$ cat src/rtl/ecp_rx_pkg.sv
package ecp_rx_pkg;

  typedef enum logic [2:0] {
    ST_IDLE,
    ST_REV_HOLD,
    ST_REV_PE,
    ST_WAIT_BYTE,
    ST_WAIT_REL,
    ST_FWD_PE
  } link_st_e;

  typedef struct packed {
    logic autofd_n;
    logic init_n;
    logic strobe_n;
    logic selin_n;
  } ctl_pins_t;

  // Control line levels for a given state and direction.
  function automatic ctl_pins_t pins_for(link_st_e st, logic rev);
    ctl_pins_t p;
    p.strobe_n = 1'b1;
    p.selin_n  = 1'b1;
    unique case (st)
      ST_REV_HOLD: begin p.autofd_n = 1'b0; p.init_n = 1'b1; end
      ST_REV_PE:   begin p.autofd_n = 1'b0; p.init_n = 1'b0; end
      ST_WAIT_REL: begin p.autofd_n = 1'b1; p.init_n = 1'b0; end
      ST_FWD_PE:   begin p.autofd_n = 1'b0; p.init_n = 1'b1; end
      default: begin
        p.autofd_n = ~rev;
        p.init_n   = ~rev;
      end
    endcase
    return p;
  endfunction

endpackage

$ cat src/rtl/ecp_pin_sync.sv
module ecp_pin_sync #(
  parameter int          W       = 11,
  parameter int          STAGES  = 2,
  parameter logic [W-1:0] RST_VAL = '0
) (
  input  logic         clk,
  input  logic         rst,
  input  logic [W-1:0] d,
  output logic [W-1:0] q
);
  logic [W-1:0] stg [STAGES];

  always_ff @(posedge clk) begin
    if (rst) stg[0] <= RST_VAL;
    else     stg[0] <= d;
  end

  for (genvar i = 1; i < STAGES; i++) begin : g_stage
    always_ff @(posedge clk) begin
      if (rst) stg[i] <= RST_VAL;
      else     stg[i] <= stg[i-1];
    end
  end

  assign q = stg[STAGES-1];
endmodule

$ cat src/rtl/ecp_wait_timer.sv
module ecp_wait_timer #(
  parameter int TICK_DIV  = 4,
  parameter int MAX_TICKS = 2000,
  localparam int CW = $clog2(MAX_TICKS + 1),
  localparam int PW = (TICK_DIV > 1) ? $clog2(TICK_DIV) : 1
) (
  input  logic          clk,
  input  logic          rst,
  input  logic          restart,
  input  logic [CW-1:0] limit,
  output logic          expired
);
  logic [PW-1:0] pre_q;
  logic [CW-1:0] cnt_q;

  always_ff @(posedge clk) begin
    if (rst || restart) begin
      pre_q <= '0;
      cnt_q <= '0;
    end else if (pre_q == PW'(TICK_DIV - 1)) begin
      pre_q <= '0;
      if (cnt_q != CW'(MAX_TICKS)) cnt_q <= cnt_q + 1'b1;
    end else begin
      pre_q <= pre_q + 1'b1;
    end
  end

  assign expired = (cnt_q >= limit);
endmodule

$ cat src/rtl/ecp_run_expander.sv
module ecp_run_expander #(
  parameter int DATA_W = 8,
  localparam int RUN_W = DATA_W - 1
) (
  input  logic              clk,
  input  logic              rst,
  input  logic              push,
  input  logic              push_is_data,
  input  logic [DATA_W-1:0] push_byte,
  output logic              free,
  output logic              m_valid,
  input  logic              m_ready,
  output logic [DATA_W-1:0] m_data
);
  logic              val_q;
  logic [DATA_W-1:0] dat_q;
  logic [RUN_W-1:0]  rep_q;   // copies still owed after the current one
  logic [RUN_W-1:0]  run_q;   // count waiting for the next data byte
  logic              pop;

  assign pop  = val_q && m_ready;
  assign free = !val_q || (m_ready && rep_q == '0);

  always_ff @(posedge clk) begin
    if (rst) begin
      val_q <= 1'b0;
      dat_q <= '0;
      rep_q <= '0;
      run_q <= '0;
    end else begin
      if (pop) begin
        if (rep_q != '0) rep_q <= rep_q - 1'b1;
        else             val_q <= 1'b0;
      end
      if (push && push_is_data) begin
        val_q <= 1'b1;
        dat_q <= push_byte;
        rep_q <= run_q;
        run_q <= '0;
      end else if (push && !push_byte[DATA_W-1]) begin
        run_q <= push_byte[RUN_W-1:0];
      end
    end
  end

  assign m_valid = val_q;
  assign m_data  = dat_q;
endmodule

$ cat src/rtl/ecp_rev_rx.sv
module ecp_rev_rx #(
  parameter int DATA_W      = 8,
  parameter int TICK_DIV    = 4,
  parameter int SETUP_TICKS = 1,
  parameter int RESP_TICKS  = 6,
  parameter int IDLE_TICKS  = 2000,
  parameter int SYNC_STAGES = 2
) (
  input  logic              clk,
  input  logic              rst,
  input  logic              rx_en,
  input  logic              fwd_req,
  input  logic              per_ack_n,
  input  logic              per_busy,
  input  logic              per_perror,
  input  logic [DATA_W-1:0] per_data,
  output logic              host_autofd_n,
  output logic              host_init_n,
  output logic              host_strobe_n,
  output logic              host_selin_n,
  output logic              m_valid,
  input  logic              m_ready,
  output logic [DATA_W-1:0] m_data,
  output logic              link_reverse,
  output logic              link_error
);
  import ecp_rx_pkg::*;

  localparam int T_A  = (SETUP_TICKS > RESP_TICKS) ? SETUP_TICKS : RESP_TICKS;
  localparam int TMAX = (IDLE_TICKS > T_A) ? IDLE_TICKS : T_A;
  localparam int CW   = $clog2(TMAX + 1);
  localparam int SW   = DATA_W + 3;

  // Synchronized peripheral lines
  logic [SW-1:0]     sync_q;
  logic              ack_s, busy_s, perr_s;
  logic [DATA_W-1:0] data_s;

  ecp_pin_sync #(
    .W(SW), .STAGES(SYNC_STAGES),
    .RST_VAL({1'b1, 1'b0, 1'b1, {DATA_W{1'b0}}})
  ) u_sync (
    .clk(clk), .rst(rst),
    .d({per_ack_n, per_busy, per_perror, per_data}),
    .q(sync_q)
  );
  assign {ack_s, busy_s, perr_s, data_s} = sync_q;

  link_st_e  st_q, st_d;
  logic      dir_q, dir_d;
  logic      err_q, err_d;
  ctl_pins_t pin_q;
  logic      take, exp_free, expired;
  logic [CW-1:0] limit;

  always_comb begin
    unique case (st_q)
      ST_REV_HOLD:  limit = CW'(SETUP_TICKS);
      ST_WAIT_BYTE: limit = CW'(IDLE_TICKS);
      default:      limit = CW'(RESP_TICKS);
    endcase
  end

  ecp_wait_timer #(.TICK_DIV(TICK_DIV), .MAX_TICKS(TMAX)) u_timer (
    .clk(clk), .rst(rst), .restart(st_d != st_q),
    .limit(limit), .expired(expired)
  );

  assign take = (st_q == ST_WAIT_BYTE) && rx_en && !ack_s && exp_free;

  ecp_run_expander #(.DATA_W(DATA_W)) u_exp (
    .clk(clk), .rst(rst),
    .push(take), .push_is_data(busy_s), .push_byte(data_s),
    .free(exp_free),
    .m_valid(m_valid), .m_ready(m_ready), .m_data(m_data)
  );

  always_comb begin
    st_d  = st_q;
    dir_d = dir_q;
    err_d = err_q;
    unique case (st_q)
      ST_IDLE: begin
        if (err_q) begin
          if (!rx_en && !fwd_req) err_d = 1'b0;
        end else if (fwd_req) begin
          if (dir_q) st_d = ST_FWD_PE;
        end else if (rx_en) begin
          st_d = dir_q ? ST_WAIT_BYTE : ST_REV_HOLD;
        end
      end
      ST_REV_HOLD: if (expired) st_d = ST_REV_PE;
      ST_REV_PE: begin
        if (!perr_s) begin
          dir_d = 1'b1;
          st_d  = ST_WAIT_BYTE;
        end else if (expired) begin
          err_d = 1'b1;
          st_d  = ST_IDLE;
        end
      end
      ST_WAIT_BYTE: begin
        if (!rx_en || fwd_req) st_d = ST_IDLE;
        else if (take)         st_d = ST_WAIT_REL;
        else if (ack_s && expired) begin
          err_d = 1'b1;
          st_d  = ST_IDLE;
        end
      end
      ST_WAIT_REL: begin
        if (ack_s) st_d = ST_WAIT_BYTE;
        else if (expired) begin
          err_d = 1'b1;
          st_d  = ST_IDLE;
        end
      end
      ST_FWD_PE: begin
        if (perr_s) begin
          dir_d = 1'b0;
          st_d  = ST_IDLE;
        end else if (expired) begin
          err_d = 1'b1;
          st_d  = ST_IDLE;
        end
      end
      default: st_d = ST_IDLE;
    endcase
  end

  always_ff @(posedge clk) begin
    if (rst) begin
      st_q  <= ST_IDLE;
      dir_q <= 1'b0;
      err_q <= 1'b0;
      pin_q <= '1;
    end else begin
      st_q  <= st_d;
      dir_q <= dir_d;
      err_q <= err_d;
      pin_q <= pins_for(st_d, dir_d);
    end
  end

  assign host_autofd_n = pin_q.autofd_n;
  assign host_init_n   = pin_q.init_n;
  assign host_strobe_n = pin_q.strobe_n;
  assign host_selin_n  = pin_q.selin_n;
  assign link_reverse  = dir_q;
  assign link_error    = err_q;
endmodule

$ cat config.mk
export PLATFORM = sky130hd
export DESIGN_NAME = ecp_rev_rx
export DESIGN_NICKNAME = d
export VERILOG_FILES = /design/src/rtl/ecp_rx_pkg.sv /design/src/rtl/ecp_pin_sync.sv /design/src/rtl/ecp_wait_timer.sv /design/src/rtl/ecp_run_expander.sv /design/src/rtl/ecp_rev_rx.sv
export SDC_FILE = /design/constraint.sdc
export NUM_CORES = 1
export LEC_CHECK = 0
export BUFFER_PORTS_ARGS = -buffer_cell sky130_fd_sc_hd__buf_2
export CAP_MARGIN = 25
export CELL_PAD_IN_SITES_DETAIL_PLACEMENT = 2
export CELL_PAD_IN_SITES_GLOBAL_PLACEMENT = 2
export CORE_MARGIN = 10
export CORE_UTILIZATION = 35
export DETAILED_ROUTE_END_ITERATION = 10
export MAX_ROUTING_LAYER = met4
export PLACE_DENSITY_LB_ADDON = 0.1
export SLEW_MARGIN = 20
export SYNTH_ARGS = -nofsm -noshare
export SYNTH_HDL_FRONTEND = slang
export SYNTH_HIERARCHICAL = 1
export SYNTH_SLANG_ARGS = --single-unit
export TNS_END_PERCENT = 1
$ cat constraint.sdc
create_clock -name clk -period 3.85 [get_ports clk]
set_clock_uncertainty 0.1 [all_clocks]
set_input_delay 0.1925 -clock clk [delete_from_list [all_inputs] [get_ports clk]]
set_output_delay 0.1925 -clock clk [all_outputs]
set_load 0.01 [all_outputs]
# [After elaboration in Yosys (flattened, before gate mapping)]
# Memory sizes are Yosys's and may differ from the RTL's.
# Cells that the tools add are included.
[classes] addsub=3 multipliers=0 div_mod_pow=0 order_cmp=1 n_eq_ne=19 shift=0 muxes=40 bitwise_logic=3 reduce_logical=30
[op_table] operator="3-bit two-way mux" count=12
[op_table] operator="11-bit two-way mux" count=2
[op_table] operator="11-bit case mux with 2 select lines" count=1
[op_table] operator="7-bit two-way mux" count=3
[op_table] operator="3-bit case mux with 6 select lines" count=1
[op_table] operator="1-bit two-way mux" count=17
[op_table] operator="3-bit == test (second input constant)" count=4
[op_table] operator="2-bit != test (second input constant)" count=6
[op_table] operator="11-bit by 1-bit adder with 11-bit output (second input constant)" count=1
[op_table] operator="11-bit greater-or-equal comparator" count=1
[op_table] operator="11-bit != test (second input constant)" count=1
[op_table] operator="3-bit by 2-bit == test with 1-bit output (second input constant)" count=3
[op_table] operator="1-bit logical AND" count=9
[op_table] operator="7-bit logical NOT" count=1
[op_table] operator="7-bit AND reduction" count=1
[op_table] operator="7-bit nonzero test" count=1
[op_table] operator="7-bit by 1-bit subtractor with 7-bit output (second input constant)" count=1
[op_table] operator="3-bit by 1-bit == test with 1-bit output (second input constant)" count=2
[op_table] operator="2-bit case mux with 3 select lines" count=1
[op_table] operator="2-bit AND reduction" count=3
[op_table] operator="2-bit OR reduction" count=3
[op_table] operator="1-bit logical NOT" count=5
[op_table] operator="1-bit case mux with 5 select lines" count=1
[op_table] operator="5-bit nonzero test" count=1
[op_table] operator="other kinds (11)" count=15
[totals] ff_bits=45 latch_bits=0 ram_bits=22 rom_bits=0 input_bits=16 out_inout_bits=15 wordCells=110 n_memories=1
[memory_table] memory="u_sync.stg" words=2 word_bits=11 rd=2 rd_ports_with_merged_regs=0 write_ports=2 line="ecp_pin_sync.sv:11" text="logic [W-1:0] stg [STAGES];"

# [Logic depth before layout (Yosys ltp)]
[logic_depth] ltp_word=11 mapped_depth=17 mapped_depth_nobuf=15

# [Cells and area by module]
# Netlist, hierarchy kept.
[modules_own_cells] mod="ecp_run_expander" n_inst=1 cells_each=122 area_each_um2=988.4 seq_area_each_um2=460.4
[modules_own_cells] mod="ecp_wait_timer" n_inst=1 cells_each=102 area_each_um2=867.1 seq_area_each_um2=260.2
[modules_own_cells] mod="ecp_pin_sync" n_inst=1 cells_each=46 area_each_um2=595.6 seq_area_each_um2=440.4
[modules_own_cells] mod="ecp_rev_rx" n_inst=1 cells_each=75 area_each_um2=536.8 seq_area_each_um2=140.1

# [Worst setup path after synthesis]
# Ideal clock, no wire load.
[synth_path] path_kind="register -> register" startpoint="register st_q[0]" endpoint="register u_timer.cnt_q[7]" setup_time_ps=71 arrival_time_ps=2967 required_ps=3679 slack_ps=712 path_stages_with_launch=16 path_buffers=2 period_less_slack_ps=3138 cell_sequence="dfxtp_1 > buf_2 > nand3b_1 > inv_1 > inv_1 > ha_1 > a211oi_1 > a41oi_1 > o21a_1 > a211oi_1 > a311oi_1 > nor2_1 > nand3_1 > or2_2 > clkbuf_1 > a21oi_1"
[synth_between] elab_chain_cells=10 elab_cells_between_ends=27 classes_between="order compare: 1; eq/ne: 6; mux: 14; reduce/logical: 6"
[synth_rtl] item="start, declared" line="ecp_rev_rx.sv:49" text="link_st_e st_q, st_d;"
[synth_rtl] item="start signal, assigned" line="ecp_rev_rx.sv:137" text="st_q <= st_d;"
[synth_rtl] item="3-bit by 2-bit == test with 1-bit output or 3-bit by 1-bit == test with 1-bit output (tied branches)" line="ecp_rev_rx.sv:57" text="unique case (st_q)"
[synth_rtl] item="11-bit case mux with 2 select lines (*)" line="ecp_rev_rx.sv:57"
[synth_rtl] item="via limit[10]" line="ecp_rev_rx.sv:54" text="logic [CW-1:0] limit;"
[synth_rtl] item="11-bit greater-or-equal comparator (*)" line="ecp_wait_timer.sv:28" text="assign expired = (cnt_q >= limit);"
[synth_rtl] item="via expired" line="ecp_rev_rx.sv:53" text="logic take, exp_free, expired;"
[synth_rtl] item="1-bit logical AND" line="ecp_rev_rx.sv:105" text="else if (ack_s && expired) begin"
[synth_rtl] item="3-bit two-way mux" line="ecp_rev_rx.sv:105"
[synth_rtl] item="3-bit two-way mux" line="ecp_rev_rx.sv:104" text="else if (take) st_d = ST_WAIT_REL;"
[synth_rtl] item="3-bit two-way mux" line="ecp_rev_rx.sv:103" text="if (!rx_en || fwd_req) st_d = ST_IDLE;"
[synth_rtl] item="3-bit case mux with 6 select lines (*)" line="ecp_rev_rx.sv:82" text="unique case (st_q)"
[synth_rtl] item="3-bit != test (*)" line="ecp_rev_rx.sv:65" text=".clk(clk), .rst(rst), .restart(st_d != st_q),"
[synth_rtl] item="1-bit logical OR (*)" line="ecp_wait_timer.sv:17" text="if (rst || restart) begin"
[synth_rtl] item="end signal, assigned" line="ecp_wait_timer.sv:22" text="if (cnt_q != CW'(MAX_TICKS)) cnt_q <= cnt_q + 1'b1;"
[synth_rtl] item="end, declared" line="ecp_wait_timer.sv:14" text="logic [CW-1:0] cnt_q;"
# The timed path passes the listed nets; every way through them passes the cells marked *.
# A chain may end at the register's enable or synchronous reset.

# [Final worst setup path]
[layout_path] startpoint="register st_q[0]" endpoint="register u_timer.pre_q[1]"
[layout_between] elab_chain_cells=11 elab_cells_between_ends=28 classes_between="order compare: 1; eq/ne: 6; mux: 14; reduce/logical: 7"
[layout_rtl] item="3-bit by 2-bit == test with 1-bit output or 3-bit by 1-bit == test with 1-bit output (tied branches)" line="ecp_rev_rx.sv:57"
[layout_rtl] item="11-bit case mux with 2 select lines (*)" line="ecp_rev_rx.sv:57"
[layout_rtl] item="via limit[10]" line="ecp_rev_rx.sv:54"
[layout_rtl] item="11-bit greater-or-equal comparator (*)" line="ecp_wait_timer.sv:28"
[layout_rtl] item="via expired" line="ecp_rev_rx.sv:53"
[layout_rtl] item="1-bit logical AND" line="ecp_rev_rx.sv:105"
[layout_rtl] item="3-bit two-way mux" line="ecp_rev_rx.sv:105"
[layout_rtl] item="3-bit two-way mux" line="ecp_rev_rx.sv:104"
[layout_rtl] item="3-bit two-way mux" line="ecp_rev_rx.sv:103"
[layout_rtl] item="3-bit case mux with 6 select lines (*)" line="ecp_rev_rx.sv:82"
[layout_rtl] item="3-bit != test (*)" line="ecp_rev_rx.sv:65"
[layout_rtl] item="1-bit logical OR (*)" line="ecp_wait_timer.sv:17"
[layout_rtl] item="2-bit OR reduction (no line) (*)"
[layout_rtl] item="end signal, assigned" line="ecp_wait_timer.sv:24" text="pre_q <= pre_q + 1'b1;"
[layout_rtl] item="end, declared" line="ecp_wait_timer.sv:13" text="logic [PW-1:0] pre_q;"
# Marks and branches as above.

==> results.md <==
- Syn Inst Count: 345
- Startpoint type of the worst setup path: register
- Starting Density: 36.2%
- Fin crit share: 92.1%
- Status: finished clean
- Core area: 8260 sq um
- CP most frequent cell: a211oi_1
- Cell internal pwr: 0.00103 W
- Post-Layout Cell Count: 497
- IO Pins: 31
- Hold/Removal Path Class: in -> reg
- Worst slew pin tran: 0.610 ns
- Worst r2r src: st_q[0]$_SDFF_PP0_
- Pwr per Cell Area: 389 nW/um^2
- # H-tree levels: 3
- DR WL/cell: 16.1 um
- Post-DP Area: 3230 sq um
- Critical Path Start: st_q[0]$_SDFF_PP0_
- Synth Register Bits: 65
- Vias in the first global route: 2781
- Worst path required time: 4.01 ns
- Largest net degree at the start of global routing: 28
- P&R area growth vs syn: 19.3%
- Drt drc: 0
- R2R setup slack: 0.30 ns
- Sequential share of power: 50.2%
- Setup Fix Bufs, Post-CTS: 0
- CP delay by family, top: compound AO/OA/AOI/OAI gates
- Slew HR: 59.0%
- Via/cell ratio: 5.07
- Port bufs: 28
- Register area share after synthesis: 43.6%
- 1st-iter DRT viols: 104
- Final instance area: 3570 sq um
- Net switching power: 0.000352 W
- Gr usage total: 13.3%
- Min Tclk post-route: 3.55 ns
- Crit-path slowest cell: dfxtp_1
- First-pass GRT wire length: 13700 um
- Final total negative setup slack: 0 ns
- Detailed Place HPWL: 5680 um
- Critical Path, Cell by Cell: nand3b_1 > inv_2 > inv_1 > ha_1 > a211oi_1 > nand2_1 > o21ai_0 > a41oi_2 > o21a_1 > a211oi_1 > a311oi_1 > nor2_1 > nand3_1 > or2_2 > nor3b_1
- Data arrival, critical path: 3.71 ns
- Biggest area consumer among synthesized cells: dfxtp_1
- Worst Min Path Start: fwd_req
- EDFF count, synth: 0
- GP Congestion: 0.811
- Number of diodes: 0
- DRT Pass-1 Iters: 4
- Worst path bufs/invs: 2
- Share of cells above drive strength 1: 15.1%
- Syn_area_per_cell: 8.66 sq um
- Critical path endpoint: u_timer/pre_q[1]$_SDFF_PP0_
- Clock tree buffer depth: 2
- Clk root buf: clkbuf_8
- Pwr Total: 0.00139 W
- Final global-route overflow total: 0
- Die W: 112 um
- Worst path depth: 15
- Critical path endpoint category: register
- Worst r2r dst: u_timer/pre_q[1]$_SDFF_PP0_
- Final Hold Fails: 0
- Critical path type: reg -> reg
- Worst R2R Path Depth: 15
- Total CTS buffers: 9
- Die ar.: 12600 sq um
- Crit-path max cell delay: 0.46 ns
- Routed WL: 7990 um
- Synth top area share: 43.6%
- Synth async-reset ratio: 0%
- Routed via count: 2519
- Fin nets: 419
- Final Max Slew Viols: 0
- Synth cell types: 52
- Clock Power Share: 44.4%
- Switching Fraction: 25.4%
- Synthesized cell area: 2990 sq um
- Max IR drop VDD: 183 uV
- CTS sink count: 65
- Logic pwr share: 5.4%
- Maxcap violations: 0
- Die H: 112 um
- Placed cells: 470
- Crit path max fanout: 13
- CTS tree: built
- Row Count: 33
- WHS Path Cells: 3
- Synth Flop Type: dfxtp_1
- Leak pwr: 1.39 nW
- Final core utilization: 43.2%
- Clock transition at the registers of the reported paths: 0.08 ns
- Largest cells by area after synthesis: dfxtp_1, ha_1, nand2_1
- Clk Latency, worst-skew pair: 0.34 ns
- Fill cells: 932
- Fmax: 0.282 GHz
- Yosys Warn Count: 6
- Final ANT Viol Nets: 0
- RSZ-0062 raised after global routing: false
- Initial antenna violation count: 0
- Final setup viols: 0
## flip-flops by register name, indices dropped and copies added (netlist names), 2 cells and up
name and cells:
u_exp/rep_q 7, u_exp/run_q 7, u_timer/pre_q 2, u_timer/cnt_q 11, st_q 3, u_exp/m_data 8, u_sync/stg 22
## power by group through the flow
| stage | Combinational [W] | Sequential [W] | Clock [W] |
|---|---|---|---|
| final | 0.0000753 | 0.000695 | 0.000615 |
| after global routing | 0.0000858 | 0.000697 | 0.000670 |
| after CTS | 0.0000756 | 0.000696 | 0.000641 |
| after detailed placement | 0.0000667 | 0.000711 | 0 |
| after global placement | 0.0000645 | 0.000710 | 0 |
| after floorplan | 0.0000459 | 0.000708 | 0 |
## cells in the mapped netlist (2+ instances only)
cell type and count:
buf_4 2, o21ai_0 11, or3_1 5, and3_1 4
nand2_1 47, nor4_1 3, nand4_1 8, conb_1 2
nor2b_1 24, a21oi_1 26, clkbuf_1 8, buf_2 3
or4_1 2, nand2b_1 5, o21ai_1 2, nand3_1 5
nand3b_1 2, a311oi_1 3, a211oi_1 6, inv_1 17
mux2i_1 2, nor3_1 8, nor2_1 27, or2_1 5
dfxtp_1 65, nor3b_1 2, ha_1 16, xor2_1 5
xnor2_1 6, a31oi_1 2
## layer usage
metal / share of wire (%) / GRT usage, %
met1: 49 / 16.0
met2: 48 / 22.1
met3: 2.4 / 3.09
met4: 0.65 / 3.30
met5: 0 / -
## worst reg2reg max path, delay by kind of cell, from the launching register on
| kind | cells | cell delay [ns] |
|---|---|---|
| AND/OR/NAND/NOR | 6 | 1.17 |
| buffers and inverters | 2 | 0.27 |
| adder cells (fa/ha/maj) | 1 | 0.30 |
| AO/OA/AOI/OAI | 6 | 1.17 |
| flip-flops | 1 | 0.46 |
## final cells by class
| class | instances | area, sq um | share of cell area, % |
|---|---|---|---|
| Inverter | 17 | 63.8 | 1.79 |
| Clock inverter | 7 | 83.8 | 2.35 |
| Multi-Input combinational cell | 250 | 1570 | 44.1 |
| Sequential cell | 65 | 1300 | 36.5 |
| Tap cell | 105 | 131 | 3.68 |
| Timing Repair Buffer | 44 | 288 | 8.07 |
| Clock buffer | 9 | 124 | 3.47 |
## kinds of logic after synthesis
| family | share of synthesized area [%] |
|---|---|
| AND/OR/NAND/NOR | 27.5 |
| flip-flops | 43.6 |
| AO/OA/AOI/OAI | 13.4 |
| buffers and inverters | 4.69 |
| adder cells (fa/ha/maj) | 6.70 |
| XOR/XNOR | 3.22 |
| other | 0.251 |
| multiplexers | 0.670 |
## worst min path at each step
stage,to,slack (ns)
finish,link_error$_SDFFE_PP0P_,0.12
global route,link_error$_SDFFE_PP0P_,0.17
CTS,link_error$_SDFFE_PP0P_,0.11
detailed placement,u_sync/stg[0][10]$_SDFF_PP1_,0.28
global placement,u_sync/stg[0][10]$_SDFF_PP1_,0.27
floorplan,link_error$_SDFFE_PP0P_,0.16
## cell usage in the layout, fill, tap and decap left out, types with 2 or more instances in the layout
| master | n |
|---|---|
| a211oi_1 | 6 |
| a21oi_1 | 26 |
| a311oi_1 | 3 |
| a31oi_1 | 2 |
| and3_1 | 4 |
| buf_2 | 28 |
| buf_4 | 5 |
| clkbuf_8 | 9 |
| conb_1 | 4 |
| dfxtp_1 | 65 |
| dlygate4sd3_1 | 11 |
| ha_1 | 16 |
| inv_1 | 16 |
| inv_6 | 3 |
| mux2i_1 | 2 |
| nand2_1 | 47 |
| nand2b_1 | 5 |
| nand3_1 | 5 |
| nand3b_1 | 2 |
| nand4_1 | 8 |
| nor2_1 | 27 |
| nor2b_1 | 24 |
| nor3_1 | 8 |
| nor3b_1 | 2 |
| nor4_1 | 3 |
| o21ai_0 | 11 |
| o21ai_1 | 2 |
| or2_1 | 5 |
| or3_1 | 5 |
| or4_1 | 2 |
| xnor2_1 | 6 |
| xor2_1 | 5 |
## per-stage QoR
stage | hold slack, ns | setup slack [ns]
2_1_floorplan | 0.162 | 0.712
3_3_place_gp | 0.272 | 0.460
3_5_place_dp | 0.276 | 0.222
4_1_cts | 0.114 | 0.153
5_1_grt | 0.166 | 0.0112
6_report | 0.125 | 0.305
## repair_timing
action	4_1_cts	5_1_grt
gates resized for setup	0	3
setup endpoints to repair	0	5
hold buffers	11	0
hold endpoints to repair	11	0
Power figures use the tool's default switching activity.
